## src/rtl/xcvr_pkg.sv

```systemverilog
package xcvr_pkg;
  localparam int unsigned XCVR_W = 8;
  localparam int unsigned XCVR_LANES = 2;  // lane 0: A to B, lane 1: B to A
  typedef logic [XCVR_W-1:0] xcvr_word_t;
endpackage

```

## src/rtl/xcvr_edge.sv

```systemverilog
module xcvr_edge (
  input  logic clk_i,
  input  logic rst_ni,
  input  logic raw_i,
  output logic rise_o
);
  logic prev_q;

  always_ff @(posedge clk_i or negedge rst_ni)
    if (!rst_ni) prev_q <= 1'b0;
    else         prev_q <= raw_i;

  assign rise_o = raw_i & ~prev_q;

  // a rise cannot repeat on the next cycle
  assert_single_rise_R7: assert property (@(posedge clk_i) disable iff (!rst_ni)
    rise_o |=> !rise_o);
endmodule

```

## src/rtl/xcvr_store.sv

```systemverilog
module xcvr_store #(
  parameter int unsigned W = 8
) (
  input  logic         clk_i,
  input  logic         rst_ni,
  input  logic         cap_i,
  input  logic [W-1:0] d_i,
  output logic [W-1:0] q_o
);
  always_ff @(posedge clk_i or negedge rst_ni)
    if (!rst_ni)    q_o <= '0;
    else if (cap_i) q_o <= d_i;

  assert_load_R7: assert property (@(posedge clk_i) disable iff (!rst_ni)
    cap_i |=> q_o == $past(d_i));
  assert_hold_R7: assert property (@(posedge clk_i) disable iff (!rst_ni)
    !cap_i |=> $stable(q_o));
endmodule

```

## src/rtl/xcvr_drive.sv

```systemverilog
module xcvr_drive #(
  parameter int unsigned W = 8
) (
  input  logic         clk_i,
  input  logic         rst_ni,
  input  logic         en_ni,
  input  logic         active_i,
  input  logic         sel_i,
  input  logic [W-1:0] live_i,
  input  logic [W-1:0] stored_i,
  output logic [W-1:0] data_o,
  output logic [W-1:0] oe_o
);
  assign data_o = sel_i ? stored_i : live_i;
  assign oe_o   = {W{~en_ni & active_i}};

  assert_oe_uniform_R3: assert property (@(posedge clk_i) disable iff (!rst_ni)
    (oe_o == '0) || (oe_o == '1));
  assert_isolate_R2: assert property (@(posedge clk_i) disable iff (!rst_ni)
    en_ni |-> oe_o == '0);
endmodule

```

## src/rtl/bus_xcvr_reg.sv

```systemverilog
module bus_xcvr_reg
  import xcvr_pkg::*;
(
  input  logic       clk_i,
  input  logic       rst_ni,
  input  logic       en_ni,
  input  logic       dir_i,
  input  logic       sel_ab_i,
  input  logic       sel_ba_i,
  input  logic       clk_ab_i,
  input  logic       clk_ba_i,
  input  logic [7:0] a_i,
  output logic [7:0] a_o,
  output logic [7:0] a_oe_o,
  input  logic [7:0] b_i,
  output logic [7:0] b_o,
  output logic [7:0] b_oe_o
);
  xcvr_word_t [XCVR_LANES-1:0] src, dst, oe, held;
  logic       [XCVR_LANES-1:0] strobe, sel, active, cap;

  assign src    = {b_i, a_i};
  assign strobe = {clk_ba_i, clk_ab_i};
  assign sel    = {sel_ba_i, sel_ab_i};
  assign active = {~dir_i, dir_i};

  for (genvar l = 0; l < XCVR_LANES; l++) begin : g_lane
    xcvr_edge i_edge (
      .clk_i, .rst_ni, .raw_i(strobe[l]), .rise_o(cap[l])
    );
    xcvr_store #(.W(XCVR_W)) i_store (
      .clk_i, .rst_ni, .cap_i(cap[l]), .d_i(src[l]), .q_o(held[l])
    );
    xcvr_drive #(.W(XCVR_W)) i_drive (
      .clk_i, .rst_ni, .en_ni, .active_i(active[l]), .sel_i(sel[l]),
      .live_i(src[l]), .stored_i(held[l]), .data_o(dst[l]), .oe_o(oe[l])
    );
  end

  assign b_o    = dst[0];
  assign b_oe_o = oe[0];
  assign a_o    = dst[1];
  assign a_oe_o = oe[1];

  assert_one_side_R9: assert property (@(posedge clk_i) disable iff (!rst_ni)
    !((|a_oe_o) && (|b_oe_o)));
  // live path follows the opposite bus in the same cycle
  assert_live_ab_R4: assert property (@(posedge clk_i) disable iff (!rst_ni)
    !sel_ab_i |-> b_o == a_i);
endmodule

```

## config.mk

```make
export PLATFORM = sky130hd
export DESIGN_NAME = bus_xcvr_reg
export DESIGN_NICKNAME = d
export VERILOG_FILES = /design/src/rtl/xcvr_pkg.sv /design/src/rtl/xcvr_edge.sv /design/src/rtl/xcvr_store.sv /design/src/rtl/xcvr_drive.sv /design/src/rtl/bus_xcvr_reg.sv
export SDC_FILE = /design/constraint.sdc
export NUM_CORES = 1
export LEC_CHECK = 0
export ABC_AREA = 1
export BUFFER_PORTS_ARGS = -buffer_cell sky130_fd_sc_hd__buf_2
export CAP_MARGIN = 20
export CORE_UTILIZATION = 40
export DETAILED_ROUTE_END_ITERATION = 10
export GPL_TIMING_DRIVEN = 0
export HOLD_SLACK_MARGIN = 0.03
export PLACE_DENSITY = 0.82
export SYNTH_ARGS = -nofsm -noshare
export SYNTH_HDL_FRONTEND = slang
export SYNTH_SLANG_ARGS = --single-unit
export TNS_END_PERCENT = 1
```

## constraint.sdc

```tcl
create_clock -name clk_i -period 0.9 [get_ports clk_i]
set_input_delay 0.09 -clock clk_i [delete_from_list [all_inputs] [get_ports clk_i]]
set_output_delay 0.09 -clock clk_i [all_outputs]
set_load 0.01 [all_outputs]
```

-- After elaboration in Yosys (flattened, before gate mapping)
Cells that the tools add are included.
- RAM bits: 0
- bits in read-only memories: 0
- latch bits: 0
- input bits: 24
- word-level logic and storage cells: 14
- memories: 0
- flip-flop bits (word level): 18
- add/subtract/negate cells: 0
- reductions and logical operators: 0
- eq/ne operators: 0
- $lt $le $gt $ge: 0
- $mul: 0
- multiplexer cells: 2
- div/mod/pow operators: 0
- bitwise operators: 8
- shift operators: 0
- operator list (operator ; count):
    $mux W8 ; 2
    $and A1 B1 Y1 ; 4
    $not A1 Y1 ; 4

-- Longest topological paths before layout
Gate-level depths: netlist of the first run.
- word-level depth: 2
- mapped depth: 4

-- By module
A second synthesis of the first run with hierarchy kept.
- cell total of the unflattened synthesis: 145
- area, all modules: 1014.7 sq um
- modules (own cells, without submodules) (module ; times used ; area an instance (sq um) ; cells an instance ; sequential area each (sq um)):
    xcvr_store ; 2 ; 305.3 ; 34 ; 200.2
    xcvr_drive ; 2 ; 165.2 ; 35 ; 0.0
    xcvr_edge ; 2 ; 35.0 ; 3 ; 25.0
    bus_xcvr_reg ; 1 ; 3.8 ; 1 ; 0.0

-- Worst setup path after synthesis of the first run
No wires, ideal clock.
- path type: input-to-output
- from: input port dir_i
- to: output port b_oe_o[1]
- cell stages on the path: 3
- buffers on the path: 1
- slack: 0.115 ns
- arrival: 0.695 ns
- cell sequence: inv_1 nor2_1 buf_4
- cells in the longest elaborated chain, start to end: 1
- RTL lines (what ; RTL line ; RTL):
    from (decl) ; bus_xcvr_reg.sv:7 ; input logic dir_i,
    $and A1 B1 Y1 ; xcvr_drive.sv:15 ; assign oe_o = {W{~en_ni & active_i}};
    to (decl) ; bus_xcvr_reg.sv:17 ; output logic [7:0] b_oe_o
Every way passes these cells.

-- Worst setup path in the final report of the first run
- from: register g_lane[1].i_store.q_o[4]
- to: output port a_o[4]
- cells in the longest elaborated chain, start to end: 1
- RTL lines (what ; RTL line ; RTL):
    from (decl) ; xcvr_store.sv:8 ; output logic [W-1:0] q_o
    from (signal assigned) ; xcvr_store.sv:12 ; else if (cap_i) q_o <= d_i;
    $mux W8 ; xcvr_drive.sv:14 ; assign data_o = sel_i ? stored_i : live_i;
    to (decl) ; bus_xcvr_reg.sv:13 ; output logic [7:0] a_o,
Every way passes these cells.

==> flow_metrics.tcl, run 1 <==
set metrics [dict create \
    highest-signal-layer "met4" \
    fillers 229 \
    grt_max_degree 19 \
    setup_viol 16 \
    whs_path_depth 3 \
    period_share_pct 117 \
    whs_endpoint "g_lane[0].i_store.q_o[7]" \
    routed_wl_mm 2.40 \
    cts_tree "done" \
    hold_slack_ns 0.0480 \
    fmax_ghz 0.946 \
    die_w_microns 52.9 \
    cts_max_path_buffers 2 \
    layout.cells.non_filler 245 \
    wl_per_cell_microns 9.80 \
    synth_top_area_cell "dfrtp_1" \
    h-tree-depth 1 \
    hold_viol 0 \
    rr_worst_depth 4 \
    worst_pin_slew_ns 0.394 \
    antenna_left 0 \
    drt-met1-wl_mm 1.08 \
    critPathCaptureType "output pin" \
    drv_slew 0 \
    syn_area_sq_mm 0.00103 \
    overflow 0 \
    dp.cells 224 \
    grt_usage_pct 18.7 \
    wl_met2_mm 1.15 \
    swShare_pct 29.8 \
    dp_hpwl_mm 1.60 \
    clkTransAtPathRegs_ns 0.11 \
    yosys.area.top_type_share_pct 43.5 \
    nNetsFinal 240 \
    wl_met3_microns 162 \
    synth_area_leaders "dfrtp_1, nand2_1, buf_4, nand3_1, o21ai_0" \
    core_sq_mm 0.00245 \
    gp_congestion 0.678 \
    num_rows 18 \
    cp_max_fo 2 \
    multi_input_area_sq_um 375 \
    drc_errors 0 \
    violations "negative setup slack" \
    layout-drive-gt1-share_pct 39.5 \
    cts_buffers 3 \
    worstSkewPairLatency_ns 0.30 \
    seq_area_frac_synth_pct 43.5 \
    synth_warnings 0 \
    post-route-min-period_ns 1.06 \
    skew_ns 0.00802 \
    rsz0062_at_grt "yes" \
    p_per_area_mw_per_mm2 1320 \
    power_frac_clock_pct 24.6 \
    synth.distinct_cells 10 \
    reg2reg_from "g_lane[1].i_edge.prev_q" \
    grt_pass1_wl_mm 3.77 \
    viasPerCell 4.43 \
    synthCells 139 \
    crit_type "reg -> out" \
    drv_cap 0 \
    pwr-share-comb_pct 29.3 \
    cp.required_ns 0.81 \
    peakVddDrop_v 0.00110 \
    dr.pass1.iters 4 \
    via_count 1085 \
    root_buffer "clkbuf_4" \
    ys_seq_elements 18 \
    place.port_buffers 55 \
    syn_to_final_growth_pct 51.0 \
    reg2reg_to "g_lane[1].i_store.q_o[3]" \
    die_h_microns 52.9 \
    boundaryPins 56 \
    cts.sinks 18 \
    internal-power_w 0.00145 \
    netSwitchingPower_w 0.000615 \
    critPathLaunchType "flip-flop" \
    regArea_sq_um 450 \
    r2r_setup_slack_ns 0.03 \
    postLayoutSetupSlackWorst_ns -0.157 \
    antenna_cells 0 \
    min-delay-start "a_i[7]" \
    syn_nets 163 \
    die_area_sq_mm 0.00279 \
    outcome "complete, but fails checks" \
    p_leak_nw 0.949 \
    avgSynthCellArea_sq_um 7.44 \
    drtIter0Drc 19 \
    grt_pass1_vias 941 \
    relSlewSlack_pct 73.7 \
    arrival_ns 0.97 \
    antenna_found_initial 0 \
    hold_path_class "in -> reg" \
    initial_utilization_pct 42.2 \
    seqPwrFrac_pct 46.1 \
]
-- state kept, by name, indices dropped and copies added, names as in the netlist --
register,cells
g_lane.i_store.q_o,16
g_lane.i_edge.prev_q,2
-- cells in the mapped netlist --
master	instances
nand2_4	2
nand3_1	16
o21ai_0	16
buf_4	16
nor2_1	2
inv_1	17
buf_6	2
inv_2	2
dfrtp_1	18
nand2_1	48
-- worst max-delay path by stage --
stage	from	to	slack, ns	depth (start not counted)
after floorplan	dir_i	b_oe_o[1]	0.12	3
after global placement	en_ni	b_oe_o[5]	-0.03	4
after global routing	g_lane[0].i_store.q_o[5]	b_o[5]	-0.22	3
after CTS	g_lane[1].i_store.q_o[1]	a_o[1]	-0.16	3
final	g_lane[1].i_store.q_o[4]	a_o[4]	-0.16	3
after detailed placement	en_ni	b_oe_o[3]	-0.04	4
-- critical path: stages (launching register included) --
cell and delay (ns):
dfrtp_1 0.40, nand2_1 0.07, o21ai_1 0.06, buf_2 0.14
-- final cells by class --
class	count	share of cell area, %
clock buffers	4	2.32
plain buffers	18	9.37
repair buffers	72	28.2
multi-input cells	84	24.0
inverters	19	4.88
flip-flops and latches	18	28.8
well taps	30	2.40
-- routing by layer --
layer | global-route usage, % | up-vias
met3 | 5.46 | 3
met2 | 32.7 | 41
met5 | 0 | -
met4 | 5.26 | 0
met1 | 22.0 | 471
li1 | - | 570
-- metrics by stage --
step	instance area [sq um]	setup slack (ns)	power [W]	TNS (ns)	util, %
6_report	1560	-0.157	0.00207	-2.05	63.7
3_5_place_dp	1350	-0.0408	0.00149	-0.528	54.9
3_3_place_gp	1350	-0.0291	0.00148	-0.354	54.9
2_1_floorplan	1030	0.115	0.00126	0	-
5_1_grt	1560	-0.223	0.00222	-3.19	63.7
4_1_cts	1550	-0.157	0.00209	-2.33	63.3
-- cell usage in the layout, fill, tap and decap left out --
cell type	Yosys	routed
clkbuf_4	0	3
clkbuf_8	0	1
o21ai_1	0	15
buf_2	0	55
buf_4	16	17
dlygate4sd3_1	0	15
nor2_2	0	2
o21ai_0	16	1
buf_6	2	3
inv_4	0	2
nand2_1	48	48
nand3_1	16	16
dfrtp_1	18	18
inv_1	17	17
nand2_4	2	2
-- repair_timing --
item                                    4_1_cts  5_1_grt
endpoints found under the setup margin       30       29
hold buffers                                 15        0
setup buffers                                 2        0
gates resized for setup                      17        3
endpoints found under the hold margin        32        0
pin swaps                                    13        3
-- cell families after synthesis --
logic type	count (synthesis)	share of synthesized area, %
AO/OA/AOI/OAI	16	7.74
AND/OR/NAND/NOR	68	28.1
buffers and inverters	37	20.7
flip-flops	18	43.5
-- power groups by stage --
stage | registers, W | logic [W] | clock network, W
finish | 0.000953 | 0.000605 | 0.000508
global route | 0.000966 | 0.000680 | 0.000573
CTS | 0.000950 | 0.000603 | 0.000540
detailed placement | 0.000964 | 0.000525 | 0
global placement | 0.000965 | 0.000514 | 0
floorplan | 0.000955 | 0.000310 | 0
Note: power is estimated with default switching activity, not from simulation.
==> run 2: changes to the inputs <==
SETUP_SLACK_MARGIN = 0.4   (was unset)
==> flow_metrics.tcl, run 2 (synthesized netlist as in run 1, its figures left out) <==
set metrics [dict create \
    viasPerCell 4.71 \
    relSlewSlack_pct 72.8 \
    period_share_pct 122 \
    top_register "g_lane.i_store.q_o" \
    skew_ns 0.000377 \
    critPathCaptureType "output pin" \
    gp_congestion 0.693 \
    dp_hpwl_mm 1.70 \
    wl_per_cell_microns 12.3 \
    hold_path_class "in -> async" \
    dr.pass1.iters 5 \
    core_sq_mm 0.00245 \
    cts.sinks 18 \
    hold_viol 20 \
    layout_commonest_cell "nand2_1" \
    root_buffer "clkbuf_4" \
    antenna_cells 0 \
    critPathLaunchType "flip-flop" \
    via_count 1079 \
    grt_usage_pct 21.1 \
    final_cell_mix "nand2_1, buf_2, buf_6" \
    crit_type "reg -> out" \
    grt_pass1_vias 973 \
    grt_pass1_wl_mm 4.18 \
    num_rows 18 \
    cts_max_path_buffers 2 \
    routed_wl_mm 2.83 \
    cp_max_fo 2 \
    overflow 0 \
    top_regs "g_lane.i_store.q_o: 16 flops, g_lane.i_edge.prev_q: 2 flops" \
    hold_slack_ns -0.277 \
    drv_slew 0 \
    cts_tree "done" \
    p_leak_nw 0.918 \
    worstSkewPairLatency_ns 0.28 \
    largest_reg_flops 16 \
    postLayoutSetupSlackWorst_ns -0.197 \
    h-tree-depth 1 \
    die_w_microns 52.9 \
    dpl_cell_area_sq_mm 0.00135 \
    fillers 189 \
    initial_utilization_pct 42.2 \
    antenna_found_initial 0 \
    finalInstanceArea_sq_mm 0.00159 \
    arrival_ns 1.01 \
    rsz0062_at_grt "yes" \
    setup_viol 16 \
    p_per_area_mw_per_mm2 1260 \
    peakVddDrop_v 0.000984 \
    outcome "complete, but fails checks" \
    worst_pin_slew_ns 0.409 \
    place.port_buffers 55 \
    syn_to_final_growth_pct 54.1 \
    violations "negative hold slack, negative setup slack" \
    post-route-min-period_ns 1.10 \
    drc_errors 0 \
    antenna_left 0 \
    die_h_microns 52.9 \
    cts_buffers 3 \
    cp.required_ns 0.81 \
    clkTransAtPathRegs_ns 0.09 \
    drv_cap 0 \
    drtIter0Drc 17 \
    layout-drive-gt1-share_pct 43.7 \
    grt_max_degree 19 \
    die_area_sq_mm 0.00279 \
    power.total_w 0.00201 \
    fmax_ghz 0.911 \
    boundaryPins 56 \
    nNetsFinal 225 \
]
## run 2: cell types whose count changed in the layout (fill, tap and decap cells not counted), sizes merged
cell / delta
dlygate4sd3: -15
clkbuf: -1
## run 2: final cells by class
cell class                      count  area, sq um  area share (%)
Clock buffer                        3         22.5            1.41
Buffer                             18          195            12.2
Timing Repair Buffer               57          410            25.7
Inverter                           19         78.8            4.95
Multi-Input combinational cell     84          399            25.0
Sequential cell                    18          450            28.3
Tap cell                           30         37.5            2.35
## run 2: layer usage
metal	global-route usage [%]	wire length, microns	part of all wire [%]	vias up
met4	14.5	154	5.5	0
met5	0	0	0	-
met2	38.4	1420	50	68
met1	21.6	1070	38	459
li1	-	-	-	538
met3	3.74	181	6.4	14
## run 2: worst max-delay path: stages, from the launching register on
cell and delay (ns):
dfrtp_1 0.39, nand2_1 0.06, o21ai_1 0.11, buf_2 0.16
## run 2: final timing paths
| kind | start | end | slack, ns | depth (start not counted) |
|---|---|---|---|---|
| worst max-delay path | g_lane[0].i_store.q_o[1] | b_o[1] | -0.20 | 3 |
| worst min register to register | g_lane[1].i_store.q_o[5] | g_lane[1].i_store.q_o[5] | 0.48 | 2 |
| min in group clk_i | clk_ba_i | g_lane[1].i_edge.prev_q | -0.08 | 1 |
| max in group asynchronous | rst_ni | g_lane[1].i_edge.prev_q | 0.89 | 1 |
| worst max register to register | g_lane[0].i_edge.prev_q | g_lane[0].i_store.q_o[0] | 0.06 | 4 |
| worst min-delay path | rst_ni | g_lane[0].i_store.q_o[5] | -0.28 | 1 |
## run 2: power by group
part	internal, W	switching (W)
Sequential	0.000902	0.0000559
Combinational	0.000333	0.000337
Clock	0.000155	0.000226
## run 2: stage by stage
stage	setup TNS, ns	utilization, %	worst slack, ns	instances
6_report	-2.06	64.9	-0.197	229
5_1_grt	-3.07	64.9	-0.267	229
4_1_cts	-2.01	64.1	-0.141	228
3_5_place_dp	0	55.1	0.0546	224
3_3_place_gp	0	55.1	0.0718	224
2_1_floorplan	0	-	0.139	139
## run 2: timing repair
| item | 4_1_cts | 5_1_grt |
|---|---|---|
| setup buffers | 1 | 1 |
| pin swaps | 24 | 8 |
| endpoints found under the hold margin | 20 | 20 |
| endpoints found under the setup margin | 48 | 48 |
| gates resized for setup | 52 | 5 |
==> run 3: changes to the inputs <==
GPL_TIMING_DRIVEN = unset   (was 0)
==> flow_metrics.tcl, run 3 (synthesized netlist as in run 1, its figures left out) <==
set metrics [dict create \
    largest_reg_flops 16 \
    cts_buffers 3 \
    drc_errors 0 \
    wl_per_cell_microns 9.98 \
    antenna_cells 0 \
    violations "negative hold slack, negative setup slack" \
    cp_max_fo 2 \
    cp_slowest_cell "dfrtp_1" \
    seqPwrFrac_pct 47.8 \
    internal-power_w 0.00141 \
    grt_pass1_vias 819 \
    h-tree-depth 1 \
    fmax_ghz 0.959 \
    cp_num_buf_inv 1 \
    die_w_microns 52.9 \
    hold_path_class "in -> async" \
    cp.required_ns 0.81 \
    critPathCaptureType "output pin" \
    worstSkewPairLatency_ns 0.28 \
    crit_type "reg -> out" \
    cp_top_family "flip-flops" \
    post-route-min-period_ns 1.04 \
    period_share_pct 116 \
    rsz0062_at_grt "yes" \
    fillers 222 \
    skew_ns 0.00168 \
    syn_to_final_growth_pct 36.5 \
    final_util_pct 57.5 \
    die_area_sq_mm 0.00279 \
    top_register "g_lane.i_store.q_o" \
    cts_tree "done" \
    cts.sinks 18 \
    setup_viol 16 \
    p_leak_nw 0.818 \
    antenna_left 0 \
    critPathLaunchType "flip-flop" \
    path_cells "nand2_1, o21ai_0, buf_2" \
    layout-drive-gt1-share_pct 38.5 \
    relSlewSlack_pct 74.1 \
    grt_pass1_wl_mm 3.48 \
    reg2reg_from "g_lane[1].i_edge.prev_q" \
    peakVddDrop_v 0.000827 \
    layout.cells.non_filler 212 \
    p_per_area_mw_per_mm2 1410 \
    r2r_setup_slack_ns 0.06 \
    place.port_buffers 55 \
    grt_usage_pct 17.1 \
    clkTransAtPathRegs_ns 0.10 \
    pwr-share-comb_pct 27.9 \
    rr_worst_depth 4 \
    power_frac_clock_pct 24.2 \
    nNetsFinal 207 \
    core_sq_mm 0.00245 \
    arrival_ns 0.95 \
    swShare_pct 29.4 \
    reg2reg_to "g_lane[1].i_store.q_o[5]" \
    overflow 0 \
    critPathMaxStageDelay_ns 0.39 \
    layout_commonest_cell "nand2_1" \
    drv_cap 0 \
    outcome "complete, but fails checks" \
    die_h_microns 52.9 \
    drv_slew 0 \
    initial_utilization_pct 42.2 \
    dr.pass1.iters 4 \
    root_buffer "clkbuf_4" \
    worst_pin_slew_ns 0.388 \
    gp_congestion 0.692 \
    hold_viol 18 \
    grt_max_degree 19 \
    final_cell_mix "nand2_1, buf_2, dfrtp_1" \
    cts_max_path_buffers 2 \
    boundaryPins 56 \
    viasPerCell 4.47 \
    postLayoutSetupSlackWorst_ns -0.143 \
    drtIter0Drc 14 \
    via_count 948 \
    routed_wl_mm 2.12 \
    antenna_found_initial 0 \
    num_rows 18 \
    dp_hpwl_mm 1.51 \
    dp.cells 206 \
    top_regs "g_lane.i_store.q_o: 16 flops, g_lane.i_edge.prev_q: 2 flops" \
    netSwitchingPower_w 0.000585 \
    hold_slack_ns -0.288 \
    pre_cts_ws_ns 0.0392 \
]
run 3: layout make-up:
type / instances / area [sq um] / share of cell area (%)
Sequential cell: 18 / 450 / 31.9
Timing Repair Buffer: 57 / 410 / 29.1
Multi-Input combinational cell: 84 / 399 / 28.3
Inverter: 19 / 78.8 / 5.58
Tap cell: 30 / 37.5 / 2.66
Clock buffer: 4 / 36.3 / 2.57
run 3: how the worst max path moves through the flow:
stage | end | from | cells after the start
CTS | a_o[4] | g_lane[1].i_store.q_o[4] | 3
global placement | g_lane[1].i_store.q_o[5] | g_lane[1].i_edge.prev_q | 4
detailed placement | g_lane[1].i_store.q_o[2] | g_lane[1].i_edge.prev_q | 4
floorplan | g_lane[1].i_store.q_o[0] | g_lane[1].i_edge.prev_q | 4
finish | a_o[4] | g_lane[1].i_store.q_o[4] | 3
global route | a_o[7] | g_lane[1].i_store.q_o[7] | 3
run 3: layer usage:
| layer | vias up | global-route usage, % | wire length, microns |
|---|---|---|---|
| li1 | 502 | - | - |
| met1 | 406 | 21.5 | 979 |
| met2 | 40 | 30.0 | 989 |
| met3 | 0 | 2.30 | 147 |
| met4 | 0 | 5.26 | 0 |
| met5 | - | 0 | 0 |
run 3: per-stage QoR:
stage	total power, W	TNS [ns]	area, sq um
final	0.00199	-2.04	1410
after detailed placement	0.00143	0	1210
after floorplan	0.00127	0	1040
after global routing	0.00215	-3.22	1410
after global placement	0.00142	0	1210
after CTS	0.00201	-2.32	1400
run 3: power by group through the flow:
stage,Sequential [W],Combinational [W],Clock [W]
2_1_floorplan,0.000955,0.000311,0
3_3_place_gp,0.000967,0.000448,0
3_5_place_dp,0.000966,0.000459,0
4_1_cts,0.000953,0.000549,0.000509
5_1_grt,0.000966,0.000628,0.000556
6_report,0.000954,0.000557,0.000483
run 3: repair_timing:
| action | CTS | global route |
|---|---|---|
| pin swaps | 12 | 6 |
| endpoints found under the hold margin | 20 | 20 |
| gates cloned | 0 | 0 |
| buffers inserted | 2 | 0 |
| gates resized for setup | 38 | 4 |
| setup endpoints to repair | 48 | 48 |
